--- config.mk ---
export PLATFORM = sky130hd
export DESIGN_NAME = dmac_chain_engine
export DESIGN_NICKNAME = d
export VERILOG_FILES = /design/src/rtl/dmac_pkg.sv /design/src/rtl/dmac_side.sv /design/src/rtl/dmac_seq.sv /design/src/rtl/dmac_chain_engine.sv
export SDC_FILE = /design/constraint.sdc
export NUM_CORES = 1
export LEC_CHECK = 0
export BUFFER_PORTS_ARGS = -buffer_cell sky130_fd_sc_hd__buf_2
export CAP_MARGIN = 20
export CORE_MARGIN = 2
export CORE_UTILIZATION = 45
export CTS_CLUSTER_SIZE = 30
export DETAILED_ROUTE_END_ITERATION = 10
export PLACE_DENSITY = 0.67
export SLEW_MARGIN = 20
export SYNTH_ARGS = -nofsm -noshare
export SYNTH_HDL_FRONTEND = slang
export SYNTH_SLANG_ARGS = --single-unit
export TNS_END_PERCENT = 100
--- constraint.sdc ---
create_clock -name clk -period 2.2 [get_ports clk]
set_input_delay 0.55 -clock clk [delete_from_list [all_inputs] [get_ports clk]]
set_output_delay 0.55 -clock clk [all_outputs]
set_load 0.01 [all_outputs]
--- src/rtl/dmac_pkg.sv ---
// Shared constants and types for the linked-descriptor DMA channel.
// Assumes a 32-bit word memory and descriptors of eight words.
package dmac_pkg;
    localparam int DESC_WORDS   = 8;
    localparam int W_CTRL       = 0;
    localparam int W_SRC        = 1;
    localparam int W_DST        = 2;
    localparam int W_LEN        = 3;
    localparam int W_LINK       = 5;

    localparam int CB_IRQ       = 0;
    localparam int CB_D_INC     = 4;
    localparam int CB_D_WIDE    = 5;
    localparam int CB_D_PACE    = 6;
    localparam int CB_S_INC     = 8;
    localparam int CB_S_WIDE    = 9;
    localparam int CB_S_PACE    = 10;
    localparam int CB_SEL_LO    = 16;

    localparam logic [1:0] ERR_NONE = 2'd0;
    localparam logic [1:0] ERR_CFG  = 2'd1;

    typedef enum logic [2:0] {
        ST_IDLE,
        ST_FREQ,
        ST_FCAP,
        ST_CHECK,
        ST_RREQ,
        ST_RCAP,
        ST_WREQ,
        ST_DONE
    } dmac_state_t;
endpackage

--- src/rtl/dmac_side.sv ---
// Address generator for one side (source or destination) of a copy.
// Assumes the base is loaded before the first step; a 128-bit access is
// four word steps, and the base moves only after the fourth.
module dmac_side #(
    parameter int AW = 16
) (
    input  logic          clk,
    input  logic          rst_n,
    input  logic          load,
    input  logic [AW-1:0] base_in,
    input  logic          inc,
    input  logic          wide,
    input  logic          step,
    output logic [AW-1:0] addr,
    output logic          grp_first
);
    localparam logic [AW-1:0] STEP_NARROW = AW'(4);
    localparam logic [AW-1:0] STEP_WIDE   = AW'(16);

    logic [AW-1:0] base_q;
    logic [1:0]    off_q;

    // Hold the access base and the word offset inside a 128-bit group.
    always_ff @(posedge clk) begin
        if (!rst_n) begin
            base_q <= '0;
            off_q  <= '0;
        end else if (load) begin
            base_q <= base_in;
            off_q  <= '0;
        end else if (step) begin
            if (wide) begin
                off_q <= off_q + 2'd1;
                if (off_q == 2'd3 && inc)
                    base_q <= base_q + STEP_WIDE;
            end else if (inc) begin
                base_q <= base_q + STEP_NARROW;
            end
        end
    end

    // Word address of the current access and start-of-access marker.
    always_comb begin
        addr      = base_q + AW'({off_q, 2'b00});
        grp_first = wide ? (off_q == 2'd0) : 1'b1;
    end
endmodule

--- src/rtl/dmac_seq.sv ---
// Channel sequencer: descriptor fetch, field latch, length check,
// word copy loop, completion flags and link following.
// Assumes read data arrives one cycle after a read strobe and that the
// memory accepts every access in the cycle it is issued.
module dmac_seq
    import dmac_pkg::*;
#(
    parameter int AW        = 16,
    parameter int REQ_LINES = 32
) (
    input  logic                 clk,
    input  logic                 rst_n,
    input  logic                 start,
    input  logic [AW-1:0]        desc_addr,
    input  logic                 pause_req,
    input  logic [REQ_LINES-1:0] dreq,
    output logic                 mem_rd,
    output logic                 mem_wr,
    output logic [AW-1:0]        mem_addr,
    output logic [31:0]          mem_wdata,
    input  logic [31:0]          mem_rdata,
    output logic                 busy,
    output logic                 paused,
    output logic                 end_flag,
    output logic                 irq_flag,
    output logic [1:0]           err_code,
    output logic                 side_load,
    output logic [AW-1:0]        s_base,
    output logic [AW-1:0]        d_base,
    output logic                 s_inc,
    output logic                 s_wide,
    output logic                 d_inc,
    output logic                 d_wide,
    output logic                 s_step,
    output logic                 d_step,
    input  logic [AW-1:0]        s_addr,
    input  logic [AW-1:0]        d_addr,
    input  logic                 s_first,
    input  logic                 d_first
);
    localparam int SELW = $clog2(REQ_LINES);
    localparam int IDXW = $clog2(DESC_WORDS);

    dmac_state_t     st_q;
    logic [AW-1:0]   fptr_q;
    logic [IDXW-1:0] widx_q;
    logic [31:0]     len_q;
    logic [31:0]     remain_q;
    logic [31:0]     dbuf_q;
    logic [AW-1:0]   link_q;
    logic            link_zero_q;
    logic            irq_en_q;
    logic            s_pace_q;
    logic            d_pace_q;
    logic [SELW-1:0] sel_q;
    logic            end_q;
    logic            irq_q;
    logic [1:0]      err_q;
    logic            len_bad;
    logic            s_go;
    logic            d_go;

    // Length legality and pacing/pause gates for the two access points.
    always_comb begin
        len_bad = (s_wide | d_wide) ? (len_q[3:0] != 4'd0) : (len_q[1:0] != 2'd0);
        s_go    = !pause_req && (!s_pace_q || !s_first || dreq[sel_q]);
        d_go    = !pause_req && (!d_pace_q || !d_first || dreq[sel_q]);
    end

    // Memory port drive and side step strobes for the current state.
    always_comb begin
        mem_rd    = 1'b0;
        mem_wr    = 1'b0;
        mem_addr  = fptr_q + AW'({widx_q, 2'b00});
        mem_wdata = dbuf_q;
        s_step    = 1'b0;
        d_step    = 1'b0;
        case (st_q)
            ST_FREQ: mem_rd = !pause_req;
            ST_RREQ: begin
                mem_addr = s_addr;
                mem_rd   = s_go;
                s_step   = s_go;
            end
            ST_WREQ: begin
                mem_addr = d_addr;
                mem_wr   = d_go;
                d_step   = d_go;
            end
            default: ;
        endcase
    end

    // Sequencer state, descriptor fields and completion/error flags.
    always_ff @(posedge clk) begin
        if (!rst_n) begin
            st_q        <= ST_IDLE;
            fptr_q      <= '0;
            widx_q      <= '0;
            len_q       <= '0;
            remain_q    <= '0;
            dbuf_q      <= '0;
            link_q      <= '0;
            link_zero_q <= 1'b1;
            irq_en_q    <= 1'b0;
            s_inc       <= 1'b0;
            s_wide      <= 1'b0;
            s_pace_q    <= 1'b0;
            d_inc       <= 1'b0;
            d_wide      <= 1'b0;
            d_pace_q    <= 1'b0;
            sel_q       <= '0;
            s_base      <= '0;
            d_base      <= '0;
            end_q       <= 1'b0;
            irq_q       <= 1'b0;
            err_q       <= ERR_NONE;
        end else begin
            case (st_q)
                ST_IDLE: begin
                    if (start) begin
                        end_q <= 1'b0;
                        irq_q <= 1'b0;
                        if (desc_addr[4:0] != 5'd0) begin
                            err_q <= ERR_CFG;
                        end else begin
                            err_q  <= ERR_NONE;
                            fptr_q <= desc_addr;
                            widx_q <= '0;
                            st_q   <= ST_FREQ;
                        end
                    end
                end
                ST_FREQ: begin
                    if (!pause_req)
                        st_q <= ST_FCAP;
                end
                ST_FCAP: begin
                    case (int'(widx_q))
                        W_CTRL: begin
                            irq_en_q <= mem_rdata[CB_IRQ];
                            d_inc    <= mem_rdata[CB_D_INC];
                            d_wide   <= mem_rdata[CB_D_WIDE];
                            d_pace_q <= mem_rdata[CB_D_PACE];
                            s_inc    <= mem_rdata[CB_S_INC];
                            s_wide   <= mem_rdata[CB_S_WIDE];
                            s_pace_q <= mem_rdata[CB_S_PACE];
                            sel_q    <= mem_rdata[CB_SEL_LO +: SELW];
                        end
                        W_SRC:  s_base <= mem_rdata[AW-1:0];
                        W_DST:  d_base <= mem_rdata[AW-1:0];
                        W_LEN:  len_q  <= mem_rdata;
                        W_LINK: begin
                            link_q      <= mem_rdata[AW-1:0];
                            link_zero_q <= (mem_rdata == 32'd0);
                        end
                        default: ;
                    endcase
                    if (int'(widx_q) == DESC_WORDS - 1) begin
                        st_q <= ST_CHECK;
                    end else begin
                        widx_q <= widx_q + 1'b1;
                        st_q   <= ST_FREQ;
                    end
                end
                ST_CHECK: begin
                    if (len_bad) begin
                        err_q <= ERR_CFG;
                        st_q  <= ST_IDLE;
                    end else begin
                        remain_q <= len_q;
                        st_q     <= (len_q == 32'd0) ? ST_DONE : ST_RREQ;
                    end
                end
                ST_RREQ: begin
                    if (s_go)
                        st_q <= ST_RCAP;
                end
                ST_RCAP: begin
                    dbuf_q <= mem_rdata;
                    st_q   <= ST_WREQ;
                end
                ST_WREQ: begin
                    if (d_go) begin
                        remain_q <= remain_q - 32'd4;
                        st_q     <= (remain_q == 32'd4) ? ST_DONE : ST_RREQ;
                    end
                end
                ST_DONE: begin
                    end_q <= 1'b1;
                    if (irq_en_q)
                        irq_q <= 1'b1;
                    if (link_zero_q) begin
                        st_q <= ST_IDLE;
                    end else if (link_q[4:0] != 5'd0) begin
                        err_q <= ERR_CFG;
                        st_q  <= ST_IDLE;
                    end else begin
                        fptr_q <= link_q;
                        widx_q <= '0;
                        st_q   <= ST_FREQ;
                    end
                end
                default: st_q <= ST_IDLE;
            endcase
        end
    end

    // Status outputs and the one-cycle side load after a legal fetch.
    always_comb begin
        busy      = (st_q != ST_IDLE);
        paused    = pause_req && (st_q == ST_FREQ || st_q == ST_RREQ || st_q == ST_WREQ);
        end_flag  = end_q;
        irq_flag  = irq_q;
        err_code  = err_q;
        side_load = (st_q == ST_CHECK) && !len_bad;
    end
endmodule

--- src/rtl/dmac_chain_engine.sv ---
// Top of the linked-descriptor DMA channel. Joins the sequencer with one
// address generator per side. Assumes an always-ready word memory with
// read data one cycle after the read strobe.
module dmac_chain_engine #(
    parameter int AW        = 16,
    parameter int REQ_LINES = 32
) (
    input  logic                 clk,
    input  logic                 rst_n,
    input  logic                 start,
    input  logic [AW-1:0]        desc_addr,
    input  logic                 pause_req,
    input  logic [REQ_LINES-1:0] dreq,
    output logic                 mem_rd,
    output logic                 mem_wr,
    output logic [AW-1:0]        mem_addr,
    output logic [31:0]          mem_wdata,
    input  logic [31:0]          mem_rdata,
    output logic                 busy,
    output logic                 paused,
    output logic                 end_flag,
    output logic                 irq_flag,
    output logic [1:0]           err_code
);
    localparam int NSIDE = 2;

    logic            side_load;
    logic [AW-1:0]   base_v [NSIDE];
    logic            inc_v  [NSIDE];
    logic            wide_v [NSIDE];
    logic            step_v [NSIDE];
    logic [AW-1:0]   addr_v [NSIDE];
    logic            first_v[NSIDE];

    dmac_seq #(
        .AW        (AW),
        .REQ_LINES (REQ_LINES)
    ) u_seq (
        .clk       (clk),
        .rst_n     (rst_n),
        .start     (start),
        .desc_addr (desc_addr),
        .pause_req (pause_req),
        .dreq      (dreq),
        .mem_rd    (mem_rd),
        .mem_wr    (mem_wr),
        .mem_addr  (mem_addr),
        .mem_wdata (mem_wdata),
        .mem_rdata (mem_rdata),
        .busy      (busy),
        .paused    (paused),
        .end_flag  (end_flag),
        .irq_flag  (irq_flag),
        .err_code  (err_code),
        .side_load (side_load),
        .s_base    (base_v[0]),
        .d_base    (base_v[1]),
        .s_inc     (inc_v[0]),
        .s_wide    (wide_v[0]),
        .d_inc     (inc_v[1]),
        .d_wide    (wide_v[1]),
        .s_step    (step_v[0]),
        .d_step    (step_v[1]),
        .s_addr    (addr_v[0]),
        .d_addr    (addr_v[1]),
        .s_first   (first_v[0]),
        .d_first   (first_v[1])
    );

    // One address generator per side: index 0 source, index 1 destination.
    for (genvar g = 0; g < NSIDE; g++) begin : g_side
        dmac_side #(.AW(AW)) u_side (
            .clk       (clk),
            .rst_n     (rst_n),
            .load      (side_load),
            .base_in   (base_v[g]),
            .inc       (inc_v[g]),
            .wide      (wide_v[g]),
            .step      (step_v[g]),
            .addr      (addr_v[g]),
            .grp_first (first_v[g])
        );
    end
endmodule

# Yosys cells after proc, flatten, opt, wreduce, memory -nomap -nowiden

Cells that the tools add are included.

Add/subtract/negate cells: 11
Magnitude comparators: 1
Equality and inequality tests: 29
Mux-type cells: 55
Bitwise operators: 2
Reductions and logical operators: 54

Operators with widths:

| cell                                                                  | count |
|---|---|
| 16-bit two-way mux                                                    | 14 |
| 32-bit logical NOT                                                    | 2 |
| 32-bit two-way mux                                                    | 2 |
| 16-bit case mux with 2 select lines                                   | 2 |
| 32-bit case mux with 2 select lines                                   | 1 |
| 3-bit two-way mux                                                     | 12 |
| 16-bit by 3-bit adder with 16-bit output (second input constant)      | 2 |
| 16-bit by 4-bit adder with 16-bit output                              | 2 |
| 16-bit by 5-bit adder with 16-bit output (second input constant)      | 2 |
| 32-bit by 3-bit == test with 1-bit output (second input constant)     | 1 |
| 32-bit by 3-bit subtractor with 32-bit output (second input constant) | 1 |
| 3-bit case mux with 8 select lines                                    | 1 |
| 16-bit by 5-bit adder with 16-bit output                              | 1 |
| 2-bit AND reduction                                                   | 8 |
| 3-bit == test (second input constant)                                 | 5 |
| 5-bit AND reduction                                                   | 3 |
| 3-bit nonzero test                                                    | 5 |
| 2-bit two-way mux                                                     | 7 |
| 2-bit != test (second input constant)                                 | 7 |
| 3-bit by 2-bit == test with 1-bit output (second input constant)      | 4 |
| 3-bit AND reduction                                                   | 4 |
| 1-bit two-way mux                                                     | 10 |
| 2-bit by 1-bit != test with 1-bit output (second input constant)      | 5 |
| 2-bit nonzero test                                                    | 5 |
| other kinds (21)                                                      | 46 |

Flip-flop bits (word level): 219
Output and inout port bits: 56
Logic and storage cells: 177

# Depth between registers and ports, before layout

Gate-level depths: netlist of the first run.

Depth after elaboration: 9
Depth in mapped cells: 11
Depth with buffers taken out: 9

# Hierarchy

Synthesis of the first run repeated with hierarchy kept, for this count alone.

Cell total of the unflattened synthesis: 1462
Area, all modules: 11307.1 um^2

Modules (own cells, without submodules):

| module                        | times used | cells an instance | area each (um^2) | sequential area each (um^2) |
|---|---|---|---|---|
| dmac_seq                      | 1          | 1155              | 8808.4           | 3643.5 |
| dmac_side at g_side[1].u_side | 1          | 155               | 1277.5           | 360.3 |
| dmac_side at g_side[0].u_side | 1          | 152               | 1221.2           | 360.3 |

# Worst setup path before layout of the first run

Ideal clock, no wire load.

Path kind: register to output
From: register u_seq.widx_q[0]
To: output port mem_addr[14]
Arrival time: 1.770 ns
Data required time: 1.650 ns
Setup slack: -0.120 ns
Cell stages (with the launch flop): 9
Path through: dfxtp_1 -> ha_1 -> inv_1 -> fa_1 -> nor2b_1 -> o21ai_0 -> nor2_1 -> xnor2_1 -> o21ai_0

Cells in the longest elaborated chain, start to end: 2

Ends and longest elaborated chain:

| what                                     | line                    | source |
|---|---|---|
| start, declared                          | dmac_seq.sv:46          | `logic [IDXW-1:0] widx_q;` |
| start signal, assigned                   | dmac_seq.sv:162         | `widx_q <= widx_q + 1'b1;` |
| 16-bit by 5-bit adder with 16-bit output | dmac_seq.sv:74          | `mem_addr = fptr_q + AW'({widx_q, 2'b00});` |
| 16-bit case mux with 2 select lines      | dmac_seq.sv:78          | `case (st_q)` |
| end, declared                            | dmac_chain_engine.sv:16 | `output logic [AW-1:0] mem_addr,` |

No other way between the ends.

# Worst setup path after layout of the first run

From: register u_seq.sel_q[1]
To: output port mem_rd

Cells in the longest elaborated chain, start to end: 5

Ends and longest elaborated chain:

| what                                      | line                    | source |
|---|---|---|
| start, declared                           | dmac_seq.sv:55          | `logic [SELW-1:0] sel_q;` |
| start signal, assigned                    | dmac_seq.sv:148         | `sel_q <= mem_rdata[CB_SEL_LO +: SELW];` |
| 1-bit binary-select mux with 5-bit select | dmac_seq.sv:66          | `s_go = !pause_req && (!s_pace_q \|\| !s_first \|\| dreq[sel_q]);` |
| 1-bit two-way mux (implied by the code)   | dmac_seq.sv:66          |  |
| 1-bit logical OR                          | dmac_seq.sv:66          |  |
| 1-bit logical AND                         | dmac_seq.sv:66          |  |
| 1-bit case mux with 2 select lines        | dmac_seq.sv:78          |  |
| end, declared                             | dmac_chain_engine.sv:14 | `output logic mem_rd,` |

No other way between the ends. The select of a mux whose other input is x is not followed.

==> results by group, run 1 <==
Critical path
  – Critical path launch point: u_seq.sel_q[1]$_SDFFE_PN0P_
  – Critical path class: register to output pin
  – Worst EP arrival: 2.25 ns
  – Crit-path max cell delay: 0.39 ns
  – CP Capture Type: output pin
  – Cell family with the largest share of critical-path delay: simple AND/OR/NAND/NOR gates
  – WP buf/inv: 2
  – CP Cell Sequence: buf_12 -> mux2i_2 -> a22oi_1 -> nand3_2 -> nand4_4 -> or2_4 -> a21oi_4 -> nor3_4 -> buf_6
  – FF-to-FF Start: u_seq.sel_q[1]$_SDFFE_PN0P_
  – Worst EP required: 1.65 ns
  – CP Launch Type: register
  – Worst path slowest cell: dfxtp_4
  – Worst-path fanout max: 8

Global route
  – Largest net degree at the start of global routing: 65
  – First-pass GRT wire length: 58500 µm
  – Initial antenna violation count: 0
  – GR Overflow Total: 0
  – Vias in the first global route: 10800
  – Gr usage total: 27.7%

Drt
  – Via count: 11600
  – Drc violations: 0
  – Initial DRC count: 1101
  – Via density per instance: 5.80
  – DRT Pass-1 Iters: 5
  – Routed WL per cell: 19.2 µm
  – Total wire length: 38500 µm
  – Detail Route Antenna Nets: 0

STA
  – Tcrit/Tclk final: 127%
  – Skew final: 0.0289 ns
  – FMAX: 357 MHz
  – Setup Viol. Count Final: 45
  – Final worst slack: -0.600 ns
  – Final Hold Vio Count: 0
  – Measured slew at the worst slew-check pin: 0.553 ns
  – Max_slew headroom: 62.6%
  – Minimum clock period: 2.80 ns
  – Setup TNS Final: -9.03 ns
  – Slew Viols, Final: 0
  – RSZ-0062 raised after global routing: yes

Cells and area
  – Nets: 1775
  – Area growth syn-to-layout: 34.1%
  – Fill cell count: 2126
  – Multi-input gate area: 7190 µm²
  – Final instance area: 15100 µm²
  – Layout cells sized above 1: 29.8%
  – FF/Latch Area: 4400 µm²

Synthesis
  – Yosys warns: 0
  – Avg Cell Area, Syn: 7.79 µm²
  – Syn_nets: 1553
  – Mapped Cells: 1443
  – Synth cell count leaders: nand2_1, dfxtp_1, a21oi_1
  – Synth top area share: 38.8%
  – Post-synth EDFFs: 0
  – Post-synth top flop: dfxtp_1
  – Distinct cells, synth: 86
  – Post-synthesis instance area: 11200 µm²
  – Biggest area consumer among synthesized cells: dfxtp_1
  – Main area contributors after synthesis: dfxtp_1, nand2_1, a21oi_1
  – Post-synth ARST share: 0%
  – Top-count cell post-synth: nand2_1
  – Sequential share of the synthesized area: 38.8%
  – Yosys reg bits: 218

Clock tree
  – Cts bufs inserted: 24
  – Clock Path Buffers: 3
  – Skew-Pair Late Insertion Delay: 0.53 ns
  – H-tree depth: 1
  – Hold buffers post-CTS: 0
  – Root Driver: clkbuf_16
  – Clock-pin slew on the worst setup and hold paths: 0.06 ns
  – CTS Sinks: 218
  – TritonCTS clock tree: built

Run status
  – Violated checks: setup timing
  – Outcome: finished, violations left

Place
  – Area of placed instances: 13000 µm²
  – Final HPWL DP: 25600 µm
  – GPL Wtd Cong: 0.886
  – Port bufs: 138

Die
  – Rows: 57
  – Core ar.: 24400 µm²
  – Io pins: 140
  – Die X: 162 µm
  – Die Height: 162 µm
  – Die area: 26300 µm²
  – Starting Density: 46.1%

Power
  – Pwr dens: 579 nW/µm²
  – Worst vdd ir: 0.510 mV
  – Leak: 5.67 nW

Hold path
  – HP Start: mem_rdata[23]
  – Hold Crit Class: primary input to register

Job
  – Max_cap viols: 0
[final cells by class]
class | instances | area share (%)
Multi-Input combinational cell | 1102 | 47.7
Sequential cell | 218 | 29.2
Timing Repair Buffer | 295 | 14.8
Clock buffer | 38 | 4.73
Tap cell | 324 | 2.69
Inverter | 24 | 0.614
Clock inverter | 5 | 0.257
Antenna cell | 1 | 0.0166
[logic make-up (layout without fill, tap and decap cells)]
logic type | Yosys count | count (layout) | share of synthesized area [%]
buffers and inverters | 123 | 362 | 5.21
AND/OR/NAND/NOR | 583 | 583 | 23.9
AO/OA/AOI/OAI | 392 | 392 | 20.7
other | 1 | 2 | 0.0334
flip-flops | 218 | 218 | 38.8
adder cells (fa/ha/maj) | 26 | 26 | 3.09
XOR/XNOR | 59 | 59 | 4.60
multiplexers | 41 | 41 | 3.67
[worst reg2reg max path, cell delays in order, from the launching register on]
cell       delay, ns
dfxtp_4         0.37
buf_12          0.15
mux2i_2         0.14
a22oi_1         0.19
nand3_2         0.14
nand4_4         0.14
buf_6           0.11
buf_6           0.11
buf_12          0.15
a21oi_4         0.07
buf_6           0.15
clkbuf_16       0.17
a211o_1         0.25
a21oi_2         0.12
[stage by stage]
step	std cells	power, W	utilization, %	hold WS (ns)	worst slack (ns)
CTS	1996	0.00869	59.1	0.269	-0.618
global placement	1939	0.00480	53.3	0.439	-0.294
floorplan	1443	0.00447	-	0.431	-0.00775
finish	2007	0.00873	61.8	0.274	-0.600
global route	2006	0.00898	61.8	0.282	-0.678
detailed placement	1939	0.00480	53.3	0.444	-0.287
[path summary, 6_finish.rpt]
check	cells past startpoint	endpoint	slack, ns
hold / removal	3	u_seq.len_q[23]$_SDFFE_PN0P_	0.27
setup reg to reg	13	u_seq.remain_q[3]$_SDFFE_PN0P_	-0.12
hold reg to reg	2	g_side[1].u_side.base_q[1]$_SDFFE_PN0P_	0.45
setup / recovery	9	mem_rd	-0.60
[report_power, final]
part | switching (W) | internal, W
clock network | 0.00164 | 0.00222
logic | 0.000483 | 0.000365
registers | 0.0000437 | 0.00398
total | 0.00216 | 0.00657
[per-layer routing]
metal,wire [µm],vias up,GRT usage (%)
li1,-,5508,-
met1,16400,5590,37.2
met2,18200,443,46.3
met3,2480,103,3.63
met4,1440,0,9.25
met5,0,-,0
[flip-flops by register name, summed over array words and instances (netlist names)]
register              flops
g_side.u_side.base_q     32
u_seq.len_q              32
u_seq.mem_wdata          32
u_seq.remain_q           32
u_seq.d_base             16
u_seq.fptr_q             16
u_seq.link_q             16
u_seq.s_base             16
u_seq.sel_q               5
g_side.u_side.off_q       4
u_seq.st_q                3
u_seq.widx_q              3
u_seq.d_inc               1
u_seq.d_pace_q            1
u_seq.d_wide              1
u_seq.end_flag            1
u_seq.err_code            1
u_seq.irq_en_q            1
u_seq.irq_flag            1
u_seq.link_zero_q         1
u_seq.s_inc               1
u_seq.s_pace_q            1
u_seq.s_wide              1
[cells in the final DEF (no fill, tap or decap), types with 19 or more instances in the layout]
master     Yosys  routed
nand3_1       39      34
buf_6          5      25
nor4_1        21      19
buf_4          2     118
o21ai_0       56      40
dfxtp_1      218     199
nand2_1      328     325
a21oi_1      200     186
clkbuf_16      1      26
buf_2          9     133
xor2_1        35      30
o211ai_1      22      22
mux2i_1       39      35
nor2_1        79      68
[repair_timing]
item                       in CTS  in global routing
cloned                          3                  3
pin swaps                      48                 86
gates resized for setup       116                121
setup endpoints to repair      43                 84
buffers inserted               15                 12
No activity file was read; power rests on OpenSTA's default activity.
==> run 2, diff against run 1 <==
CTS_BUF_LIST = sky130_fd_sc_hd__clkbuf_8   (was default)
==> results by group, run 2 (synthesized netlist as in run 1, its figures left out) <==
Job
  – Max_cap viols: 0 (unchanged)

Die
  – Die Height: 162 µm (unchanged)
  – Die X: 162 µm (unchanged)
  – Die area: 26300 µm² (unchanged)
  – Rows: 57 (unchanged)
  – Starting Density: 46.1% (unchanged)
  – Io pins: 140 (unchanged)
  – Core ar.: 24400 µm² (unchanged)

Drt
  – Via count: 11800 (+0.93%)
  – Routed WL per cell: 19.2 µm (about the same)
  – DRT Pass-1 Iters: 6 (+1)
  – Initial DRC count: 1031 (-6.4%)
  – Via density per instance: 5.77 (-0.56%)
  – Total wire length: 39100 µm (+1.6%)
  – Detail Route Antenna Nets: 0 (unchanged)
  – Drc violations: 0 (unchanged)

Global route
  – Vias in the first global route: 10800 (+0.25%)
  – Largest net degree at the start of global routing: 65 (unchanged)
  – Initial antenna violation count: 0 (unchanged)
  – First-pass GRT wire length: 58700 µm (+0.40%)
  – Gr usage total: 28.0% (+0.31 points)
  – GR Overflow Total: 0 (unchanged)

Critical path
  – Cell family with the largest share of critical-path delay: adder cells
  – Worst EP arrival: 2.24 ns (about the same)
  – CP Launch Type: register
  – Worst EP required: 1.65 ns (about the same)
  – WP buf/inv: 2 (unchanged)
  – CP Capture Type: output pin
  – Critical path class: register to output pin
  – CP Cell Sequence: ha_4 -> inv_2 -> fa_2 -> nor2b_2 -> xnor2_1 -> nand2_1 -> o211ai_1 -> o21ai_1 -> buf_2
  – Worst path slowest cell: fa_2
  – Worst-path fanout max: 6 (-2)
  – Crit-path max cell delay: 0.44 ns (+0.05 ns)

STA
  – Measured slew at the worst slew-check pin: 0.587 ns (+0.0342 ns)
  – Final worst slack: -0.593 ns (+0.00724 ns)
  – Setup TNS Final: -8.96 ns (+0.0695 ns)
  – Minimum clock period: 2.79 ns (-0.00724 ns)
  – Setup Viol. Count Final: 42 (-6.7%)
  – Tcrit/Tclk final: 127% (-0.33 points)
  – Final Hold Vio Count: 0 (unchanged)
  – FMAX: 358 MHz (+0.26%)
  – Slew Viols, Final: 0 (unchanged)
  – Max_slew headroom: 60.3% (-2.3 points)
  – RSZ-0062 raised after global routing: yes
  – Skew final: 0.0332 ns (+0.00427 ns)
  – Final hold slack: 0.265 ns (-0.00877 ns)

Cells and area
  – Area growth syn-to-layout: 34.3%
  – Fill cell count: 2111 (-0.71%)
  – Layout cells sized above 1: 30.8% (+0.98 points)
  – Commonest non-fill, non-tap cell in the layout: nand2_1
  – Ant. Diodes: 0 (-1)
  – Commonest non-fill, non-tap cells in the layout: nand2_1, dfxtp_1, a21oi_1, buf_2, buf_4
  – Fin cells: 2037 (+1.5%)
  – Final core utilization: 61.9% (+0.10 points)
  – Nets: 1797 (+1.2%)

Clock tree
  – Clock-pin slew on the worst setup and hold paths: 0.06 ns (about the same)
  – TritonCTS clock tree: built
  – CTS Sinks: 218 (unchanged)
  – Clock Path Buffers: 3 (unchanged)
  – H-tree depth: 2 (+1)
  – Root Driver: clkbuf_8
  – Skew-Pair Late Insertion Delay: 0.54 ns (about the same)
  – Cts bufs inserted: 39 (+63%)
  – Hold buffers post-CTS: 0 (unchanged)

Hold path
  – Hold Crit Class: primary input to register

Place
  – Final HPWL DP: 25600 µm (unchanged)
  – GPL Wtd Cong: 0.886 (unchanged)
  – Placed insts: 1939 (unchanged)
  – Port bufs: 138 (unchanged)

Run status
  – Outcome: finished, violations left
  – Violated checks: setup timing

Power
  – Pwr dens: 569 nW/µm² (-1.8%)
  – Leak: 5.77 nW (+1.8%)
  – Worst vdd ir: 0.506 mV (-0.78%)
-- run 2: cell types whose count changed in the layout (fill, tap and decap cells not counted), moves of 2 or more --
cell       delta
clkbuf_1      -8
o21ai_1       +2
buf_4         +7
xnor2_1       +2
a21oi_2       +2
clkbuf_8     +43
a21oi_4       -2
inv_1        +13
clkbuf_16    -24
-- run 2: final cells by class --
| type | count | area, µm² | area share [%] |
|---|---|---|---|
| clock inverters | 18 | 78.8 | 0.522 |
| inverters | 24 | 92.6 | 0.613 |
| well taps | 324 | 405 | 2.69 |
| repair buffers | 302 | 2290 | 15.2 |
| multi-input cells | 1102 | 7150 | 47.4 |
| clock buffers | 49 | 674 | 4.47 |
| flip-flops and latches | 218 | 4400 | 29.2 |
-- run 2: metrics by stage --
step           setup slack [ns]  instance area, µm²  total power, W
2_1_floorplan          -0.00775               11300         0.00447
3_3_place_gp             -0.294               13000         0.00480
3_5_place_dp             -0.287               13000         0.00480
4_1_cts                  -0.635               14300         0.00852
5_1_grt                  -0.674               15100         0.00888
6_report                 -0.593               15100         0.00859
-- run 2: tightest hold or removal path, cell delays in order --
cell and delay (ns):
buf_2 0.11, nand2_1 0.05, a21oi_1 0.05
-- run 2: routing by layer --
layer	routed length (µm)	part of all wire (%)	vias to the layer above	global-route usage (%)
met5	0	0	-	0
met4	1760	4.5	0	11.2
met3	2690	6.9	126	4.16
met2	18300	47	506	45.7
met1	16400	42	5555	37.5
li1	-	-	5565	-
-- run 2: repair_timing --
| action | 4_1_cts | 5_1_grt |
|---|---|---|
| endpoints found under the setup margin | 37 | 80 |
| gates cloned | 3 | 3 |
| resized for setup | 105 | 135 |
| setup buffers | 13 | 21 |
| pin swaps | 53 | 99 |
-- run 2: final timing paths --
kind	startpoint	to	slack, ns	depth (start not counted)
min	mem_rdata[23]	u_seq.len_q[23]$_SDFFE_PN0P_	0.27	3
min reg2reg	u_seq.mem_wdata[6]$_SDFFE_PN0P_	u_seq.mem_wdata[6]$_SDFFE_PN0P_	0.45	2
max reg2reg	u_seq.sel_q[1]$_SDFFE_PN0P_	u_seq.remain_q[3]$_SDFFE_PN0P_	-0.13	13
max	g_side[1].u_side.off_q[0]$_SDFFE_PP0P_	mem_addr[6]	-0.59	9
-- run 2: power by group --
group          switching (W)  internal, W
sequential         0.0000425      0.00398
clock                0.00170      0.00200
combinational       0.000490     0.000376
total                0.00223      0.00636
